`config.mk`:
```
export PLATFORM = sky130hd
export DESIGN_NAME = a429_rx
export DESIGN_NICKNAME = d
export VERILOG_FILES = /design/src/rtl/a429_rx_pkg.sv /design/src/rtl/a429_rx_front.sv /design/src/rtl/a429_rx_vote.sv /design/src/rtl/a429_rx_assemble.sv /design/src/rtl/a429_rx_hold.sv /design/src/rtl/a429_rx.sv
export SDC_FILE = /design/constraint.sdc
export NUM_CORES = 1
export LEC_CHECK = 0
export BUFFER_PORTS_ARGS = -buffer_cell sky130_fd_sc_hd__buf_2
export CAP_MARGIN = 30
export CORE_MARGIN = 1
export CORE_UTILIZATION = 55
export CTS_CLUSTER_SIZE = 40
export DETAILED_ROUTE_END_ITERATION = 10
export PLACE_DENSITY = 0.85
export REMOVE_ABC_BUFFERS = 1
export SLEW_MARGIN = 5
export SYNTH_ARGS = -nofsm -noshare
export SYNTH_HDL_FRONTEND = slang
export SYNTH_SLANG_ARGS = --single-unit
```
`constraint.sdc`:
```
create_clock -name clk -period 4.35 [get_ports clk]
set_input_delay 0.87 -clock clk [delete_from_list [all_inputs] [get_ports clk]]
set_output_delay 0.87 -clock clk [all_outputs]
set_load 0.01 [all_outputs]
```
`src/rtl/a429_rx_pkg.sv`:
```
package a429_rx_pkg;
  // Two-level line sample: hi = "one" level, lo = "zero" level, both 0 = null.
  typedef struct packed {
    logic hi;
    logic lo;
  } line_t;
endpackage

```
`src/rtl/a429_rx_front.sv`:
```
module a429_rx_front
  import a429_rx_pkg::*;
#(
  parameter int FAST_DIV    = 10,
  parameter int SLOW_DIV    = 80,
  parameter bit WRAP_INVERT = 1'b0
) (
  input  logic  clk,
  input  logic  arst_n,
  input  line_t line_in,
  input  line_t wrap_in,
  input  logic  wrap_en,
  input  logic  slow,
  output line_t smp,
  output logic  start,
  output logic  gap_ok
);
  localparam int CNT_W = $clog2(SLOW_DIV + 1);

  line_t             wrap_src;
  line_t             pick;
  logic              act;
  logic              act_q;
  logic [CNT_W-1:0]  bit_len;
  logic [CNT_W-1:0]  gap_q;
  logic [CNT_W-1:0]  gap_d;

  generate
    if (WRAP_INVERT) begin : g_wrap_swap
      assign wrap_src.hi = wrap_in.lo;
      assign wrap_src.lo = wrap_in.hi;
    end else begin : g_wrap_thru
      assign wrap_src = wrap_in;
    end
  endgenerate

  assign pick    = wrap_en ? wrap_src : line_in;
  assign bit_len = slow ? CNT_W'(SLOW_DIV) : CNT_W'(FAST_DIV);
  assign act     = smp.hi | smp.lo;

  always_comb begin
    gap_d = gap_q;
    if (act)                  gap_d = '0;
    else if (gap_q < bit_len) gap_d = gap_q + 1'b1;
  end

  always_ff @(posedge clk or negedge arst_n) begin
    if (!arst_n) begin
      smp   <= '0;
      act_q <= 1'b0;
      gap_q <= '0;
    end else begin
      smp   <= pick;
      act_q <= act;
      gap_q <= gap_d;
    end
  end

  assign start  = act & ~act_q;
  assign gap_ok = (gap_q >= bit_len);
endmodule

```
`src/rtl/a429_rx_vote.sv`:
```
module a429_rx_vote
  import a429_rx_pkg::*;
#(
  parameter int FAST_DIV = 10,
  parameter int SLOW_DIV = 80
) (
  input  logic  clk,
  input  logic  arst_n,
  input  line_t smp,
  input  logic  start,
  input  logic  slow,
  output logic  bit_done,
  output logic  bit_val
);
  localparam int CNT_W = $clog2(SLOW_DIV + 1);

  logic [CNT_W-1:0] half_len;
  logic             busy_q, busy_d;
  logic [CNT_W-1:0] cnt_q, cnt_d;
  logic [CNT_W-1:0] ones_q, ones_d;
  logic [CNT_W-1:0] zeros_q, zeros_d;

  assign half_len = slow ? CNT_W'(SLOW_DIV / 2) : CNT_W'(FAST_DIV / 2);
  assign bit_done = busy_q && (cnt_q == half_len);
  assign bit_val  = ones_q > zeros_q;

  always_comb begin
    busy_d  = busy_q;
    cnt_d   = cnt_q;
    ones_d  = ones_q;
    zeros_d = zeros_q;
    if (start) begin
      busy_d  = 1'b1;
      cnt_d   = CNT_W'(1);
      ones_d  = CNT_W'(smp.hi);
      zeros_d = CNT_W'(smp.lo);
    end else if (busy_q) begin
      if (bit_done) begin
        busy_d = 1'b0;
      end else begin
        cnt_d   = cnt_q + 1'b1;
        ones_d  = ones_q + CNT_W'(smp.hi);
        zeros_d = zeros_q + CNT_W'(smp.lo);
      end
    end
  end

  always_ff @(posedge clk or negedge arst_n) begin
    if (!arst_n) begin
      busy_q  <= 1'b0;
      cnt_q   <= '0;
      ones_q  <= '0;
      zeros_q <= '0;
    end else begin
      busy_q  <= busy_d;
      cnt_q   <= cnt_d;
      ones_q  <= ones_d;
      zeros_q <= zeros_d;
    end
  end
endmodule

```
`src/rtl/a429_rx_assemble.sv`:
```
module a429_rx_assemble #(
  parameter int WORD_W  = 32,
  parameter int SHORT_W = 25
) (
  input  logic              clk,
  input  logic              arst_n,
  input  logic              start,
  input  logic              gap_ok,
  input  logic              cfg_short,
  input  logic              bit_done,
  input  logic              bit_val,
  input  logic              filt_en,
  input  logic              filt_x,
  input  logic              filt_y,
  output logic              acc_vld,
  output logic [WORD_W-1:0] acc_word,
  output logic              acc_par
);
  localparam int IDX_W = $clog2(WORD_W + 1);
  localparam int XPOS  = 8;
  localparam int YPOS  = 9;

  logic              in_q, in_d;
  logic [IDX_W-1:0]  idx_q, idx_d;
  logic [WORD_W-1:0] sh_q, sh_d;
  logic              short_q, short_d;
  logic [WORD_W-1:0] full;
  logic [IDX_W-1:0]  len;
  logic              last;
  logic              match;
  logic              take;

  always_comb begin
    full = sh_q;
    for (int i = 0; i < WORD_W; i++) begin
      if (IDX_W'(i) == idx_q) full[i] = bit_val;
    end
  end

  assign len   = short_q ? IDX_W'(SHORT_W) : IDX_W'(WORD_W);
  assign last  = bit_done && in_q && (idx_q + IDX_W'(1) == len);
  assign match = !filt_en || ((full[XPOS] == filt_x) && (full[YPOS] == filt_y));
  assign take  = last && match;

  always_comb begin
    in_d    = in_q;
    idx_d   = idx_q;
    sh_d    = sh_q;
    short_d = short_q;
    if (start && gap_ok) begin
      in_d    = 1'b1;
      idx_d   = '0;
      sh_d    = '0;
      short_d = cfg_short;
    end else if (gap_ok && in_q) begin
      in_d = 1'b0;
    end else if (bit_done && in_q) begin
      sh_d  = full;
      idx_d = idx_q + 1'b1;
      if (last) in_d = 1'b0;
    end
  end

  always_ff @(posedge clk or negedge arst_n) begin
    if (!arst_n) begin
      in_q     <= 1'b0;
      idx_q    <= '0;
      sh_q     <= '0;
      short_q  <= 1'b0;
      acc_vld  <= 1'b0;
      acc_word <= '0;
      acc_par  <= 1'b0;
    end else begin
      in_q    <= in_d;
      idx_q   <= idx_d;
      sh_q    <= sh_d;
      short_q <= short_d;
      acc_vld <= take;
      if (take) begin
        acc_word <= full;
        acc_par  <= ~^full;
      end
    end
  end
endmodule

```
`src/rtl/a429_rx_hold.sv`:
```
module a429_rx_hold #(
  parameter int WORD_W = 32
) (
  input  logic                clk,
  input  logic                arst_n,
  input  logic                acc_vld,
  input  logic [WORD_W-1:0]   acc_word,
  input  logic                acc_par,
  input  logic                half_sel,
  input  logic                rd_n,
  output logic                rdy_n,
  output logic [WORD_W/2-1:0] rd_data,
  output logic                par_even,
  output logic [WORD_W-1:0]   held_word
);
  localparam int HALF_W = WORD_W / 2;

  logic              rdy_q, rdy_d;
  logic              lo_q, lo_d;
  logic              hi_q, hi_d;
  logic [WORD_W-1:0] held_q;
  logic              par_q;

  always_comb begin
    rdy_d = rdy_q;
    lo_d  = lo_q;
    hi_d  = hi_q;
    if (acc_vld) begin
      rdy_d = 1'b1;
      lo_d  = 1'b0;
      hi_d  = 1'b0;
    end else if (rdy_q && !rd_n) begin
      lo_d = lo_q | ~half_sel;
      hi_d = hi_q | half_sel;
      if (lo_d && hi_d) begin
        rdy_d = 1'b0;
        lo_d  = 1'b0;
        hi_d  = 1'b0;
      end
    end
  end

  always_ff @(posedge clk or negedge arst_n) begin
    if (!arst_n) begin
      rdy_q  <= 1'b0;
      lo_q   <= 1'b0;
      hi_q   <= 1'b0;
      held_q <= '0;
      par_q  <= 1'b0;
    end else begin
      rdy_q <= rdy_d;
      lo_q  <= lo_d;
      hi_q  <= hi_d;
      if (acc_vld) begin
        held_q <= acc_word;
        par_q  <= acc_par;
      end
    end
  end

  assign rdy_n     = ~rdy_q;
  assign par_even  = par_q;
  assign held_word = held_q;
  assign rd_data   = rd_n ? '0 : (half_sel ? held_q[WORD_W-1:HALF_W] : held_q[HALF_W-1:0]);
endmodule

```
`src/rtl/a429_rx.sv`:
```
module a429_rx
  import a429_rx_pkg::*;
#(
  parameter int FAST_DIV    = 10,
  parameter int SLOW_DIV    = 80,
  parameter int WORD_W      = 32,
  parameter int SHORT_W     = 25,
  parameter bit WRAP_INVERT = 1'b0
) (
  input  logic                clk,
  input  logic                rst_n,
  input  logic                line_a,
  input  logic                line_b,
  input  logic                wrap_en,
  input  logic                wrap_a,
  input  logic                wrap_b,
  input  logic                rate_slow,
  input  logic                len_short,
  input  logic                filt_en,
  input  logic                filt_x,
  input  logic                filt_y,
  input  logic                half_sel,
  input  logic                rd_n,
  output logic [WORD_W/2-1:0] rd_data,
  output logic                rdy_n,
  output logic                par_even
);
  logic [1:0]        rsync_q;
  logic              arst_n;
  line_t             line_in;
  line_t             wrap_in;
  line_t             smp;
  logic              start;
  logic              gap_ok;
  logic              bit_done;
  logic              bit_val;
  logic              acc_vld;
  logic [WORD_W-1:0] acc_word;
  logic              acc_par;
  logic [WORD_W-1:0] held_word;

  always_ff @(posedge clk or negedge rst_n) begin
    if (!rst_n) rsync_q <= 2'b00;
    else        rsync_q <= {rsync_q[0], 1'b1};
  end
  assign arst_n = rsync_q[1];

  assign line_in.hi = line_a;
  assign line_in.lo = line_b;
  assign wrap_in.hi = wrap_a;
  assign wrap_in.lo = wrap_b;

  a429_rx_front #(.FAST_DIV(FAST_DIV), .SLOW_DIV(SLOW_DIV), .WRAP_INVERT(WRAP_INVERT)) u_front (
    .clk(clk), .arst_n(arst_n), .line_in(line_in), .wrap_in(wrap_in), .wrap_en(wrap_en),
    .slow(rate_slow), .smp(smp), .start(start), .gap_ok(gap_ok)
  );

  a429_rx_vote #(.FAST_DIV(FAST_DIV), .SLOW_DIV(SLOW_DIV)) u_vote (
    .clk(clk), .arst_n(arst_n), .smp(smp), .start(start), .slow(rate_slow),
    .bit_done(bit_done), .bit_val(bit_val)
  );

  a429_rx_assemble #(.WORD_W(WORD_W), .SHORT_W(SHORT_W)) u_asm (
    .clk(clk), .arst_n(arst_n), .start(start), .gap_ok(gap_ok), .cfg_short(len_short),
    .bit_done(bit_done), .bit_val(bit_val), .filt_en(filt_en), .filt_x(filt_x), .filt_y(filt_y),
    .acc_vld(acc_vld), .acc_word(acc_word), .acc_par(acc_par)
  );

  a429_rx_hold #(.WORD_W(WORD_W)) u_hold (
    .clk(clk), .arst_n(arst_n), .acc_vld(acc_vld), .acc_word(acc_word), .acc_par(acc_par),
    .half_sel(half_sel), .rd_n(rd_n), .rdy_n(rdy_n), .rd_data(rd_data), .par_even(par_even),
    .held_word(held_word)
  );
endmodule

```
== Yosys cells after proc, flatten, opt, wreduce, memory -nomap -nowiden ==
Index checks and enable logic that the tools add are counted.

* Bitwise logic cells: 7
* Muxes and demuxes: 71
* Reduce and logical (&&, ||, !) cells: 25
* Order comparisons: 3
* $add $sub $neg: 5
* Eq/ne operators: 37

{| class="wikitable"
|+ Operators by type and width
! kind !! number
|-
| $eq A5 B6 Y1 const A || 16
|-
| $mux W32 || 3
|-
| $mux W7 || 12
|-
| $eq A4 B6 Y1 const A || 8
|-
| $mux W1 || 48
|-
| $mux W16 || 2
|-
| $reduce_xnor A32 Y1 || 1
|-
| $mux W6 || 5
|-
| $eq A3 B6 Y1 const A || 4
|-
| $add A7 B1 Y7 || 2
|-
| $add A7 B1 Y7 const B || 2
|-
| $eq A2 B6 Y1 const A || 2
|-
| $reduce_bool A2 Y1 || 5
|-
| $logic_and A1 B1 Y1 || 9
|-
| $reduce_and A2 Y1 || 4
|-
| $eq A7 B7 Y1 || 1
|-
| $ge A7 B7 Y1 || 1
|-
| $gt A7 B7 Y1 || 1
|-
| $lt A7 B7 Y1 || 1
|-
| $add A6 B1 Y6 const B || 1
|-
| $eq A1 B6 Y1 const A || 1
|-
| $eq A6 B6 Y1 || 1
|-
| $logic_not A6 Y1 || 1
|-
| $reduce_bool A3 Y1 || 2
|-
| other kinds (8) || 15
|}

* Register bits after elaboration: 144

== Longest topological paths before layout ==
* Depth in word-level cells: 9
* Depth in mapped cells: 14
* Gate-level depth less buffers: 11

== Modules after synthesis ==
A second synthesis with hierarchy kept.

* Cell total of the unflattened synthesis: 860
* Area total of the unflattened synthesis: 8568.2 µm²

{| class="wikitable"
|+ By module, submodules not included
! module !! times used !! sequential area each (µm²) !! cells each !! area each (µm²)
|-
| a429_rx_assemble || 1 || 1851.8 || 533 || 4734.5
|-
| a429_rx_hold || 1 || 900.9 || 120 || 1764.2
|-
| a429_rx_vote || 1 || 550.5 || 147 || 1437.6
|-
| a429_rx_front || 1 || 250.2 || 57 || 578.1
|-
| a429_rx || 1 || 50.0 || 3 || 53.8
|}

== Worst setup path after synthesis ==
OpenSTA, ideal clock, no wires.

* Kind: input to register
* From: in rate_slow
* To: reg u_asm.idx_q[4]
* Stages: 11
* Path buffers: 2
* Arrival: 3098 ps
* Setup slack: 1157 ps
* Data required time: 4255 ps
* Setup time: 95 ps
* Cell sequence: inv_1 ha_1 a211o_1 a211oi_2 o21ai_0 nand2_1 and2_1 clkbuf_1 clkbuf_1 o21ai_0 o31ai_1

* Cells in the longest elaborated chain, start to end: 6

{| class="wikitable"
|+ Ends and longest elaborated chain
! item !! line !! RTL
|-
| start: declaration || a429_rx.sv:17 || <nowiki>input logic rate_slow,</nowiki>
|-
| parallel branches: the longest is 6 deep, another holds $ge A7 B7 Y1 || - ||
|-
| end signal: assignment || a429_rx_assemble.sv:75 || <nowiki>idx_q <= idx_d;</nowiki>
|-
| end: declaration || a429_rx_assemble.sv:24 || <nowiki>logic [IDX_W-1:0] idx_q, idx_d;</nowiki>
|}

Several ways; the timed one is not identified.
A chain may end at the register's enable or synchronous reset.

== Final worst setup path ==
* From: reg u_vote.zeros_q[2]
* To: reg u_asm.acc_par

* Cells in the longest elaborated chain, start to end: 6

{| class="wikitable"
|+ Ends and longest elaborated chain
! item !! line !! RTL
|-
| start: declaration || a429_rx_vote.sv:21 || <nowiki>logic [CNT_W-1:0] zeros_q, zeros_d;</nowiki>
|-
| start signal: assignment || a429_rx_vote.sv:58 || <nowiki>zeros_q <= zeros_d;</nowiki>
|-
| $gt A7 B7 Y1 (*) || a429_rx_vote.sv:25 || <nowiki>assign bit_val = ones_q > zeros_q;</nowiki>
|-
| $mux W1 || a429_rx_assemble.sv:36 || <nowiki>if (IDX_W'(i) == idx_q) full[i] = bit_val;</nowiki>
|-
| $eq A1 B1 Y1 || a429_rx_assemble.sv:42 || <nowiki>assign match = !filt_en || ((full[XPOS] == filt_x) && (full[YPOS] == filt_y));</nowiki>
|-
| $logic_and A1 B1 Y1 || a429_rx_assemble.sv:42 ||
|-
| $logic_or A1 B1 Y1 || a429_rx_assemble.sv:42 ||
|-
| $logic_and A1 B1 Y1 || a429_rx_assemble.sv:43 || <nowiki>assign take = last && match;</nowiki>
|-
| end signal: assignment || a429_rx_assemble.sv:81 || <nowiki>acc_par <= ~^full;</nowiki>
|-
| end: declaration || a429_rx_assemble.sv:17 || <nowiki>output logic acc_par</nowiki>
|}

Every way passes the cells marked *; elsewhere a longest branch is shown, timed or not.

==> results.py <==
metrics = {
    "synth": {
        "synthFlopType": "dfrtp_1",
        "synth_cell_types": 64,
        "yosysMostFrequentCell": "dfrtp_1",
        "ys_warn_count": 0,
        "yosysSeqAreaShare_pct": 45.0,
        "synthTopCellsByCount": "dfrtp_1 (144), o21ai_0 (91), nand2_1 (76)",
        "avgSynthCellArea_um2": 10.1,
        "synth.cell_area_um2": 8010,
        "async_reset_ff_share_pct": 100,
        "synthTopCellsByArea": "dfrtp_1 (45%), mux2_2 (8.3%), o21ai_0 (5.7%)",
        "synth_top_cell_area_share_pct": 45.0,
        "synth_edf_count": 0,
        "synthCells": 793,
        "ys_ff_latch": 144,
        "post-synth-top-area-cell": "dfrtp_1",
    },
    "sta": {
        "min_period_over_period_pct": 78.2,
        "slew_headroom_pct": 44.4,
        "finalHoldViolations": 0,
        "fin_skew_ns": 0.00976,
        "setup_viol": 0,
        "maxSlewViolCount": 0,
        "period_minus_slack_ns": 3.40,
        "rsz0062_at_grt": "no",
        "fmax_ghz": 0.294,
        "worst_hold_slack_ns": 0.222,
        "worst_pin_slew_ns": 0.833,
        "timing.setup.tns_ns": 0,
    },
    "floorplan": {
        "initial_utilization_pct": 57.0,
        "dieHeight_um": 123,
        "coreArea_um2": 14000,
        "io_pins": 32,
        "num_rows": 43,
        "fp.dieW_um": 123,
        "dieArea_um2": 15000,
    },
    "clocking": {
        "path_clk_slew_ns": 0.06,
        "cts_setup_buffers": 0,
        "cts_buffer_depth": 2,
        "cts_root_buf": "clkbuf_16",
        "cts_buffers": 17,
        "cts_resized": 0,
        "cts_sinks": 144,
        "cts_tree": "yes",
        "cts_htree_levels": 4,
        "postCtsHoldBufs": 0,
        "clk_latency_ns": 0.43,
    },
    "grt": {
        "grt_pass1_vias": 5682,
        "antenna_found_initial": 0,
        "grt_overflow_total": 0,
        "track_usage_pct": 23.8,
        "grt_max_degree": 80,
        "grt_pass1_wl_mm": 27.7,
    },
    "outcome": {
        "status": "complete, no violations",
    },
    "worst_setup_path": {
        "reg2reg_to": "u_asm.acc_par$_DFFE_PN0P_",
        "endpoint_kind": "register",
        "start_kind": "register",
        "worstSetupPathType": "register to register",
        "worst_ep_arrival_time_ns": 3.71,
        "r2r_slack_ns": 0.95,
        "critPathRequiredTime_ns": 4.66,
        "crit_fanout": 9,
        "worstReg2RegStart": "u_vote.zeros_q[2]$_DFFE_PN0P_",
        "reg2regPathDepth": 11,
    },
    "detailed_routing": {
        "wirelength_mm": 16.4,
        "drc": 0,
        "dr.pass1.iters": 5,
        "wl_per_cell_um": 16.3,
        "postRouteAntennaNets": 0,
        "drt-initial-drc-count": 348,
        "num_vias": 5927,
        "post_drt_via_cell_ratio": 5.92,
    },
    "placement": {
        "io_buffers": 31,
        "gp_congestion": 0.914,
        "dp_cells": 969,
        "dp_hpwl_mm": 11.1,
    },
    "final_layout": {
        "multi_input_area_um2": 4060,
        "antennaDiodeCount": 0,
        "instances_no_fill": 1001,
        "finalNetCount": 843,
        "n_fill_cell": 1102,
        "final_layout_size_suffix_gt1_share_pct": 17.9,
        "regArea_um2": 3610,
        "finish.utilization_pct": 62.9,
        "area_growth_pct": 10.3,
    },
    "min_path": {
        "hp-class": "input port to asynchronous set/reset pin",
    },
    "power": {
        "p_per_area_nw_per_um2": 492,
        "leakagePower_nw": 4.18,
        "ir_worst_vdd_v": 0.000302,
        "total_power_w": 0.00434,
    },
    "job": {
        "maxCapViolations": 0,
    },
}
==> through the flow <==
stage	setup WS (ns)	area (um^2)
6_report	0.949	8830
3_5_place_dp	0.761	8250
3_3_place_gp	0.979	8250
4_1_cts	0.995	8830
2_1_floorplan	0.0408	7760
5_1_grt	0.756	8830
==> critical path, stage by stage, from the launching register on <==
cell	delay (ns)
dfrtp_1	0.37
inv_1	0.09
ha_1	0.34
nand3_1	0.15
or2_1	0.36
o21ai_4	0.18
a221o_1	0.30
a32oi_1	0.20
xnor3_1	0.44
xnor3_1	0.38
xnor3_1	0.20
mux2_2	0.27
==> registers in the layout, indices dropped and copies added, names as in the netlist, 2 cells and up <==
register          cells
u_asm.acc_word       32
u_vote.ones_q         7
u_vote.zeros_q        7
u_front.gap_q         7
u_vote.cnt_q          7
u_asm.idx_q           6
u_hold.held_word     32
u_asm.sh_q           32
u_front.smp           2
rsync_q               2
==> cells by family (layout without fill, tap and decap cells) <==
| kind of cell | Yosys count | after routing | synth area share, % |
|---|---|---|---|
| xor+xnor | 55 | 55 | 6.53 |
| simple gates | 216 | 216 | 13.1 |
| mux | 110 | 110 | 14.8 |
| compound gates | 173 | 173 | 13.0 |
| buf+inv | 73 | 101 | 4.23 |
| fa+ha+maj | 21 | 21 | 3.28 |
| flops | 144 | 144 | 45.0 |
| other cells | 1 | 1 | 0.0468 |
==> layout make-up <==
type,count,area share (%)
Clock buffer,21,5.33
Clock inverter,11,1.19
Inverter,26,1.11
Multi-Input combinational cell,576,46.0
Sequential cell,144,40.9
Tap cell,180,2.55
Timing Repair Buffer,43,2.92
==> placed cells by master, fill, tap and decap left out, types with 7 or more instances in the layout <==
cell       instances
a21oi_1           33
a22o_1             8
buf_2             31
buf_4             11
clkbuf_16         17
dfrtp_1          143
ha_1              21
inv_1             25
mux2_2            59
mux2i_1           45
nand2_1           76
nand3_1           13
nand4_1           14
nor2_1            60
nor2b_1            7
o211ai_1           7
o21ai_0           91
or3_1              8
xnor2_1           36
xor2_1            16
==> worst max path at each step <==
| stage | slack [ns] | start | cells past startpoint | to |
|---|---|---|---|---|
| after CTS | 0.99 | u_vote.zeros_q[2]$_DFFE_PN0P_ | 11 | u_asm.acc_par$_DFFE_PN0P_ |
| final | 0.95 | u_vote.zeros_q[2]$_DFFE_PN0P_ | 11 | u_asm.acc_par$_DFFE_PN0P_ |
| after global placement | 0.98 | rate_slow | 11 | u_asm.idx_q[4]$_DFFE_PN0P_ |
| after floorplan | 0.04 | rsync_q[1]$_DFF_PN0_ | 0 | u_asm.acc_par$_DFFE_PN0P_ |
| after global routing | 0.76 | u_asm.idx_q[0]$_DFFE_PN0P_ | 11 | u_asm.acc_par$_DFFE_PN0P_ |
| after detailed placement | 0.76 | rate_slow | 11 | u_asm.idx_q[4]$_DFFE_PN0P_ |
==> report_power, final <==
group          internal (W)  switching, W  leakage [nW]
logic              0.000561      0.000852          1.98
clock network      0.000834      0.000565         0.272
registers           0.00142      0.000112          1.92
total               0.00281       0.00153          4.18
==> per-layer routing <==
metal  up-vias  routed length (um)  global-route usage, %
li1       2839                   -                      -
met1      2880                7390                   31.2
met2       181                7730                   38.1
met3        27                 890                   5.81
met4         0                 351                   8.84
met5         -                   0                      0
No activity file was read; power rests on OpenSTA's default activity.
